$ cat config.mk
export PLATFORM = sky130hd
export DESIGN_NAME = conv_seq
export DESIGN_NICKNAME = d
export VERILOG_FILES = /design/src/rtl/conv_seq_pkg.sv /design/src/rtl/seq_edge.sv /design/src/rtl/seq_timer.sv /design/src/rtl/seq_ctrl.sv /design/src/rtl/conv_seq.sv
export SDC_FILE = /design/constraint.sdc
export NUM_CORES = 1
export LEC_CHECK = 0
export ABC_AREA = 1
export BUFFER_PORTS_ARGS = -buffer_cell sky130_fd_sc_hd__buf_2
export CORE_ASPECT_RATIO = 0.8
export CORE_MARGIN = 2
export CORE_UTILIZATION = 49
export CTS_BUF_LIST = sky130_fd_sc_hd__clkbuf_16
export CTS_CLUSTER_SIZE = 28
export DETAILED_ROUTE_END_ITERATION = 8
export PLACE_DENSITY = 0.73
export SETUP_SLACK_MARGIN = 0.05
export SLEW_MARGIN = 0
export SYNTH_ARGS = -nofsm -noshare
export SYNTH_HDL_FRONTEND = slang
export SYNTH_SLANG_ARGS = --single-unit
$ cat constraint.sdc
create_clock -name clk -period 1.35 [get_ports clk]
set_clock_uncertainty 0.1 [all_clocks]
set_input_delay 0.135 -clock clk [delete_from_list [all_inputs] [get_ports clk]]
set_output_delay 0.135 -clock clk [all_outputs]
set_load 0.03 [all_outputs]
$ cat src/rtl/conv_seq_pkg.sv
package conv_seq_pkg;

    typedef enum logic [2:0] {
        ST_OFF  = 3'd0,
        ST_WAKE = 3'd1,
        ST_IDLE = 3'd2,
        ST_ACQ  = 3'd3,
        ST_CONV = 3'd4
    } seq_state_e;

    typedef enum logic [1:0] {
        PD_FULL_NOW = 2'b00,
        PD_PART_EOC = 2'b01,
        PD_FULL_EOC = 2'b10,
        PD_POWER_UP = 2'b11
    } pd_code_e;

    typedef enum logic [1:0] {
        EOC_STAY = 2'd0,
        EOC_PART = 2'd1,
        EOC_FULL = 2'd2
    } eoc_act_e;

    typedef struct packed {
        logic active;
        logic partial;
        logic full;
    } pwr_t;

    // Decision taken on the edge that ends a conversion.
    function automatic eoc_act_e eoc_decide(input logic [1:0] code, input logic pin_level);
        eoc_act_e act;
        case (code)
            PD_FULL_NOW: act = EOC_FULL;
            PD_PART_EOC: act = pin_level ? EOC_STAY : EOC_PART;
            PD_FULL_EOC: act = pin_level ? EOC_STAY : EOC_FULL;
            default:     act = EOC_STAY;
        endcase
        return act;
    endfunction

    function automatic int max3(input int a, input int b, input int c);
        int m;
        m = (a > b) ? a : b;
        return (m > c) ? m : c;
    endfunction

endpackage

$ cat src/rtl/seq_edge.sv
module seq_edge #(
    parameter logic RST_LEVEL = 1'b1
) (
    input  logic clk,
    input  logic rst,
    input  logic lvl,
    output logic rise,
    output logic fall
);
    logic prev_q;

    always_ff @(posedge clk) begin
        if (rst) prev_q <= RST_LEVEL;
        else     prev_q <= lvl;
    end

    assign rise = lvl & ~prev_q;
    assign fall = ~lvl & prev_q;
endmodule

$ cat src/rtl/seq_timer.sv
module seq_timer #(
    parameter int W = 8
) (
    input  logic         clk,
    input  logic         rst,
    input  logic         load,
    input  logic [W-1:0] load_val,
    output logic         zero
);
    logic [W-1:0] cnt_q;

    always_ff @(posedge clk) begin
        if (rst)               cnt_q <= '0;
        else if (load)         cnt_q <= load_val;
        else if (cnt_q != '0)  cnt_q <= cnt_q - 1'b1;
    end

    assign zero = (cnt_q == '0);
endmodule

$ cat src/rtl/seq_ctrl.sv
module seq_ctrl
    import conv_seq_pkg::*;
#(
    parameter int W         = 8,
    parameter int ACQ_CYC   = 4,
    parameter int PWRUP_CYC = 8,
    parameter int CONV_CYC  = 8
) (
    input  logic         clk,
    input  logic         rst,
    input  logic         pin_lvl,
    input  logic         pin_rise,
    input  logic         pin_fall,
    input  logic         sw_rise,
    input  logic [1:0]   pd_code,
    input  logic         tmr_zero,
    input  logic         conv_end,
    output logic         tmr_load,
    output logic [W-1:0] tmr_val,
    output logic         hold,
    output logic         busy,
    output logic         core_start,
    output pwr_t         pwr,
    output logic         sw_clear
);
    localparam logic [W-1:0] ACQ_LOAD   = W'(ACQ_CYC - 1);
    localparam logic [W-1:0] PWRUP_LOAD = W'(PWRUP_CYC - 1);
    localparam logic [W-1:0] CONV_LOAD  = W'(CONV_CYC - 1);

    seq_state_e st_q, st_d;
    logic       full_q, full_d;
    logic       start_q, clr_q;
    logic       code_off, code_up;

    assign code_off = (pd_code == PD_FULL_NOW);
    assign code_up  = (pd_code == PD_POWER_UP);

    always_comb begin
        st_d     = st_q;
        full_d   = full_q;
        tmr_load = 1'b0;
        tmr_val  = '0;
        case (st_q)
            ST_OFF: begin
                if (code_off) begin
                    full_d = 1'b1;
                end else if (code_up || pin_rise) begin
                    st_d     = ST_WAKE;
                    tmr_load = 1'b1;
                    tmr_val  = PWRUP_LOAD;
                end
            end
            ST_WAKE: begin
                if (code_off) begin
                    st_d   = ST_OFF;
                    full_d = 1'b1;
                end else if (tmr_zero) begin
                    st_d = ST_IDLE;
                end
            end
            ST_IDLE: begin
                if (code_off) begin
                    st_d   = ST_OFF;
                    full_d = 1'b1;
                end else if (pin_fall) begin
                    st_d     = ST_CONV;
                    tmr_load = 1'b1;
                    tmr_val  = CONV_LOAD;
                end else if (sw_rise) begin
                    st_d     = ST_ACQ;
                    tmr_load = 1'b1;
                    tmr_val  = ACQ_LOAD;
                end
            end
            ST_ACQ: begin
                if (code_off) begin
                    st_d   = ST_OFF;
                    full_d = 1'b1;
                end else if (tmr_zero) begin
                    st_d     = ST_CONV;
                    tmr_load = 1'b1;
                    tmr_val  = CONV_LOAD;
                end
            end
            ST_CONV: begin
                if (conv_end) begin
                    case (eoc_decide(pd_code, pin_lvl))
                        EOC_PART: begin
                            st_d   = ST_OFF;
                            full_d = 1'b0;
                        end
                        EOC_FULL: begin
                            st_d   = ST_OFF;
                            full_d = 1'b1;
                        end
                        default:  st_d = ST_IDLE;
                    endcase
                end
            end
            default: begin
                st_d   = ST_OFF;
                full_d = 1'b1;
            end
        endcase
    end

    always_ff @(posedge clk) begin
        if (rst) begin
            st_q    <= ST_OFF;
            full_q  <= 1'b1;
            start_q <= 1'b0;
            clr_q   <= 1'b0;
        end else begin
            st_q    <= st_d;
            full_q  <= full_d;
            start_q <= (st_d == ST_CONV) && (st_q != ST_CONV);
            clr_q   <= (st_q == ST_CONV) && (st_d != ST_CONV);
        end
    end

    assign hold        = (st_q == ST_CONV);
    assign busy        = (st_q == ST_WAKE) || (st_q == ST_ACQ) || (st_q == ST_CONV);
    assign core_start  = start_q;
    assign sw_clear    = clr_q;
    assign pwr.active  = (st_q != ST_OFF);
    assign pwr.partial = (st_q == ST_OFF) && !full_q;
    assign pwr.full    = (st_q == ST_OFF) && full_q;
endmodule

$ cat src/rtl/conv_seq.sv
module conv_seq
    import conv_seq_pkg::*;
#(
    parameter int ACQ_CYC   = 40,
    parameter int PWRUP_CYC = 150,
    parameter int CONV_CYC  = 230,
    parameter bit EXT_DONE  = 1'b0
) (
    input  logic       clk,
    input  logic       rst,
    input  logic       cvt_pin,
    input  logic       sw_start,
    input  logic [1:0] pd_code,
    input  logic       core_done,
    output logic       hold,
    output logic       core_start,
    output logic       busy,
    output logic       pwr_active,
    output logic       pwr_partial,
    output logic       pwr_full,
    output logic       sw_clear
);
    localparam int MAX_CYC = max3(ACQ_CYC, PWRUP_CYC, CONV_CYC);
    localparam int CNT_W   = (MAX_CYC > 1) ? $clog2(MAX_CYC) : 1;

    logic             pin_rise, pin_fall, sw_rise, sw_fall_unused;
    logic             tmr_load, tmr_zero, conv_end;
    logic [CNT_W-1:0] tmr_val;
    pwr_t             pwr;

    seq_edge #(.RST_LEVEL(1'b1)) u_pin_edge (
        .clk(clk), .rst(rst), .lvl(cvt_pin), .rise(pin_rise), .fall(pin_fall)
    );

    seq_edge #(.RST_LEVEL(1'b1)) u_sw_edge (
        .clk(clk), .rst(rst), .lvl(sw_start), .rise(sw_rise), .fall(sw_fall_unused)
    );

    seq_timer #(.W(CNT_W)) u_timer (
        .clk(clk), .rst(rst), .load(tmr_load), .load_val(tmr_val), .zero(tmr_zero)
    );

    generate
        if (EXT_DONE) begin : g_ext_done
            assign conv_end = core_done;
        end else begin : g_cnt_done
            logic done_unused;
            assign done_unused = core_done;
            assign conv_end    = tmr_zero;
        end
    endgenerate

    seq_ctrl #(
        .W(CNT_W), .ACQ_CYC(ACQ_CYC), .PWRUP_CYC(PWRUP_CYC), .CONV_CYC(CONV_CYC)
    ) u_ctrl (
        .clk(clk), .rst(rst),
        .pin_lvl(cvt_pin), .pin_rise(pin_rise), .pin_fall(pin_fall),
        .sw_rise(sw_rise), .pd_code(pd_code),
        .tmr_zero(tmr_zero), .conv_end(conv_end),
        .tmr_load(tmr_load), .tmr_val(tmr_val),
        .hold(hold), .busy(busy), .core_start(core_start),
        .pwr(pwr), .sw_clear(sw_clear)
    );

    assign pwr_active  = pwr.active;
    assign pwr_partial = pwr.partial;
    assign pwr_full    = pwr.full;
endmodule

# Word level (Yosys, flattened, before mapping)

Cells that the tools add are included.
W data, S select, Z words.

$add $sub $neg: 1
Equality and inequality tests: 15
Mux-type cells: 39
Bitwise logic cells: 6
Reductions and logical operators: 17

Operators by type and width:

| cell                  | count |
|---|---|
| $mux W8               | 8 |
| $mux W3               | 10 |
| $pmux W8 S3           | 1 |
| $pmux W3 S5           | 1 |
| $mux W1               | 10 |
| $logic_not A8 Y1      | 1 |
| $mux W2               | 4 |
| $reduce_bool A8 Y1    | 1 |
| $sub A8 B1 Y8 const B | 1 |
| $eq A2 B2 Y1 const B  | 3 |
| $eq A3 B2 Y1 const B  | 2 |
| $eq A3 B3 Y1 const B  | 2 |
| $mux W6               | 1 |
| $ne A3 B3 Y1 const B  | 2 |
| $pmux W2 S3           | 1 |
| $eq A2 B1 Y1 const B  | 2 |
| $logic_and A1 B1 Y1   | 4 |
| $ne A2 B1 Y1 const B  | 2 |
| $pmux W1 S2           | 2 |
| $reduce_or A4 Y1      | 1 |
| $and A1 B1 Y1         | 3 |
| $eq A3 B1 Y1 const B  | 1 |
| $logic_not A3 Y1      | 1 |
| $logic_or A1 B1 Y1    | 3 |
| 9 further kinds       | 11 |

Flip-flop bits (word level): 16
Logic and storage cells: 85

# Longest topological paths before layout

Depth in word-level cells: 11
Gate-level depth with buffers: 11
Gate-level depth less buffers: 11

# Modules after synthesis

From an unflattened synthesis, not the netlist that was laid out.

Cell total of the unflattened synthesis: 169
Area, all modules: 1096.1 sq um

By module, submodules not included:

| module    | times used | cells an instance | area an instance (sq um) | sequential area each (sq um) |
|---|---|---|---|---|
| seq_ctrl  | 1          | 85                | 538.0                    | 120.1 |
| seq_timer | 1          | 70                | 473.0                    | 160.2 |
| seq_edge  | 2          | 7                 | 42.5                     | 20.0 |

# Worst setup path after synthesis

Ideal clock, no wire load.

Path type: register to output
From: reg u_ctrl.st_q[0]
To: out busy
Data arrival time: 1.344 ns
Path slack: -0.229 ns
Cell stages (with the launch flop): 6
Buffers on the path: 0
Path through: dfxtp_1 -> inv_2 -> nand2_1 -> nor2_1 -> inv_1 -> nand2_1

Elaborated cells on any way between the ends: 5
Classes of those cells: 3 x eq/ne; 2 x reduce/logical

RTL lines:

| item                   | RTL line        | source |
|---|---|---|
| from (decl)            | seq_ctrl.sv:30  | `seq_state_e st_q, st_d;` |
| from (signal assigned) | seq_ctrl.sv:114 | `st_q <= st_d;` |
| $eq A3 B3 Y1           | -               |  |
| net hold               | conv_seq.sv:15  | `output logic hold,` |
| $logic_or A1 B1 Y1     | seq_ctrl.sv:122 | `assign busy = (st_q == ST_WAKE) \|\| (st_q == ST_ACQ) \|\| (st_q == ST_CONV);` |
| to (decl)              | conv_seq.sv:17  | `output logic busy,` |

The timed path passes the listed nets, and every way through them passes these cells.

# Worst setup path in the final report

From: reg u_timer.cnt_q[5]
To: reg u_timer.cnt_q[7]

Cells in the longest elaborated chain, start to end: 5
Elaborated cells on any way between the ends: 12
Classes of those cells: 1 x add/sub; 8 x mux; 3 x reduce/logical

Ends and longest elaborated chain:

| item                                                                  | RTL line        | source |
|---|---|---|
| from (decl)                                                           | seq_timer.sv:10 | `logic [W-1:0] cnt_q;` |
| from (signal assigned)                                                | seq_timer.sv:14 | `else if (load) cnt_q <= load_val;` |
| from (signal assigned)                                                | seq_timer.sv:15 | `else if (cnt_q != '0) cnt_q <= cnt_q - 1'b1;` |
| parallel branches: the longest is 5 deep, another holds $sub A8 B1 Y8 | -               |  |

Several ways; the timed one is not identified. The select of a mux whose other input is x is not followed.
A chain may end at the register's enable or synchronous reset.

==> results.py <==
metrics = {
    "floorplanning": {
        "die_area_um2": 2390,
        "core_area_um2": 1890,
        "core.rowCount": 14,
        "start_util": 0.521,
        "die_height_um": 44.1,
        "die_width_um": 54.1,
        "ios": 14,
    },
    "placed_design": {
        "detailed_place_hpwl_mm": 1.69,
        "dp_slack_ns": -0.0656,
        "portBuffers": 12,
        "place_congestion": 0.896,
    },
    "worst_setup_path": {
        "cp-start-kind": "flop",
        "arrival_ns": 1.59,
        "worstRegToRegCells": 9,
        "r2r_start": "u_timer.cnt_q[5]",
        "r2r-end": "u_timer.cnt_q[7]",
        "endpoint_kind": "flop",
        "path_class": "flop to flop",
        "crit_fanout": 2,
        "cp.required_ns": 1.44,
        "r2r_slack_ns": -0.15,
    },
    "synth": {
        "syn-instance-count": 140,
        "syn_area_um2": 985,
        "yosysUniqueCellTypes": 27,
        "yosysWarnings": 0,
        "synth_top_area_share": 0.325,
        "syn_avg_cell_area_um2": 7.03,
        "yosys.area.top_type": "dfxtp_1",
        "yosysSeqAreaShare": 0.325,
        "synth-seq-cells": 16,
        "synth_area_leaders": "dfxtp_1, nand2_1, inv_1, nor2_1, nand3_1",
        "synth_nets": 150,
    },
    "clocking": {
        "cts.clk_slew.worst_paths_ns": 0.05,
        "cts_buffers": 3,
        "tritoncts": "built",
        "clk_latency_ns": 0.25,
        "cts-root-buf": "clkbuf_16",
        "cts_buffer_depth": 2,
        "htree_levels": 1,
        "cts_sinks": 16,
    },
    "drt": {
        "route.vias.total": 1042,
        "drc": 0,
        "avgRoutedWirePerCell_um": 13.9,
        "drtPass1Iterations": 4,
        "wl_mm": 2.83,
        "drtAntennaViolNets": 0,
        "avgViaCountPerCell": 5.11,
        "drtIter0Drc": 31,
    },
    "sta": {
        "finalHoldViolations": 0,
        "setup_tns_ns": -0.701,
        "layout_setup_ws_ns": -0.154,
        "rsz0062_at_grt": "yes",
        "setup_viol": 13,
        "post-route-period-util": 1.11,
        "min_period_ns": 1.50,
        "timing.slew.headroom": 0.814,
        "fmax_mhz": 665,
        "tightest_slew_ns": 0.277,
        "holdWs_ns": 0.00835,
        "slew_viol_final": 0,
    },
    "pwr": {
        "vdd_drop_max_v": 0.00186,
        "finalPower_mw": 3.48,
        "powerDensity_nw_per_um2": 2340,
        "leakage_nw": 0.762,
    },
    "outcome": {
        "violations": "negative setup slack",
        "status": "finished, violations left",
    },
    "finish": {
        "drive_gt1_frac": 0.500,
        "area_growth_pct": 51.2,
        "finalNetCount": 191,
        "diodes": 0,
    },
    "global_routing": {
        "grt_pass1_wl_mm": 3.96,
        "grt-ovfl-total": 0,
        "grt_max_degree": 12,
        "grtUsageTotal": 0.236,
        "antenna_found_initial": 0,
        "grt_pass1_vias": 915,
    },
    "hold_path": {
        "hold_depth": 3,
        "whs_endpoint": "u_pin_edge.prev_q",
        "hp-class": "input pin to flop",
        "hp-start": "cvt_pin",
    },
    "flow_run": {
        "cap_violations": 0,
    },
}
[how the worst max path moves through the flow]
stage                     start          endpoint  slack, ns
2_1_floorplan    u_ctrl.st_q[0]          pwr_full      -0.02
3_3_place_gp         pd_code[1]    u_ctrl.st_q[1]      -0.05
3_5_place_dp         pd_code[1]    u_ctrl.st_q[1]      -0.07
4_1_cts        u_timer.cnt_q[0]  u_timer.cnt_q[7]      -0.06
5_1_grt        u_timer.cnt_q[5]  u_timer.cnt_q[7]      -0.20
6_report       u_timer.cnt_q[5]  u_timer.cnt_q[7]      -0.15
[sequential cells by signal, indices dropped and copies added, names as in the netlist]
signal	flops
u_sw_edge.prev_q	1
u_ctrl.core_start	1
u_timer.cnt_q	8
u_ctrl.sw_clear	1
u_ctrl.st_q	3
u_pin_edge.prev_q	1
u_ctrl.full_q	1
[synth_stat cells]
cell type / number
nand4_1: 2
nand3_2: 1
inv_1: 18
nor2_2: 3
ha_1: 3
nand3_4: 1
xnor2_1: 2
nor2_1: 17
nand3_1: 9
xor2_1: 4
nand2_4: 2
dfxtp_1: 16
a21oi_2: 1
nand2_1: 28
or2_2: 1
nor4_1: 1
o21ai_1: 1
nand2_2: 4
a31oi_1: 1
o211ai_1: 1
nor3_1: 3
a21oi_1: 7
o21ai_0: 3
nor2_8: 2
clkbuf_1: 1
inv_2: 7
nor2_4: 1
[timing repair]
item                       in CTS  in global routing
setup endpoints to repair      17                 19
hold endpoints to repair        1                  0
hold buffers                    1                  0
setup buffers                   3                  5
pin swaps                       8                 10
resized for setup              26                 13
[per-stage QoR]
stage / instance area [µm²] / instances / utilization
floorplan: 1020 / 140 / -
global placement: 1230 / 191 / 0.650
detailed placement: 1230 / 191 / 0.650
CTS: 1410 / 199 / 0.746
global route: 1490 / 204 / 0.787
finish: 1490 / 204 / 0.787
[kinds of logic (layout without fill, tap and decap cells)]
group	after synthesis	after routing	share of synthesized area
flip-flops	16	16	0.325
AND/OR/NAND/NOR	75	75	0.405
adder cells (fa/ha/maj)	3	3	0.0381
AO/OA/AOI/OAI	14	14	0.0788
buffers and inverters	26	66	0.0991
XOR/XNOR	6	6	0.0534
[worst max-delay path: stages, from the launching register on]
cell and delay (ns):
dfxtp_1 0.32, buf_4 0.14, nor2_1 0.14, nand2_1 0.09, nor2_1 0.18, xor2_1 0.21
nand2_2 0.08, nand2_1 0.06, nand2_1 0.05, nor2_1 0.07
[area by class of cell]
| class | instances | area, µm² |
|---|---|---|
| Multi-Input combinational cell | 98 | 667 |
| Clock buffer | 3 | 75.1 |
| Sequential cell | 16 | 328 |
| Inverter | 25 | 96.3 |
| Timing Repair Buffer | 37 | 289 |
| Fill cell | 122 | 403 |
| Clock inverter | 1 | 3.75 |
| Tap cell | 24 | 30.0 |
[cells in the final DEF, fill, tap and decap left out, types with 3 or more instances in the layout]
cell type / instances
a21oi_1: 5
a21oi_2: 3
buf_2: 7
buf_4: 22
buf_6: 7
clkbuf_16: 3
dfxtp_1: 10
dfxtp_2: 6
inv_1: 13
inv_2: 11
nand2_1: 23
nand2_2: 6
nand2_4: 5
nand3_1: 7
nand3_2: 3
nor2_1: 10
nor2_2: 5
nor2_4: 6
nor3_1: 3
xor2_1: 4
[layer usage]
layer | global-route usage | vias up | wire length (µm) | share of wire
li1 | - | 521 | - | -
met2 | 0.361 | 31 | 1390 | 0.49
met3 | 0.0709 | 4 | 134 | 0.047
met1 | 0.311 | 486 | 1270 | 0.45
met4 | 0.0900 | 0 | 31 | 0.011
met5 | 0 | - | 0 | 0
[power breakdown]
group | internal (mW) | total [mW] | switching [mW] | leakage, nW
logic | 0.979 | 2.19 | 1.21 | 0.589
clock network | 0.393 | 0.580 | 0.187 | 0.0385
registers | 0.612 | 0.713 | 0.101 | 0.134
total | 1.98 | 3.48 | 1.50 | 0.762
Power figures use the tool's default switching activity.
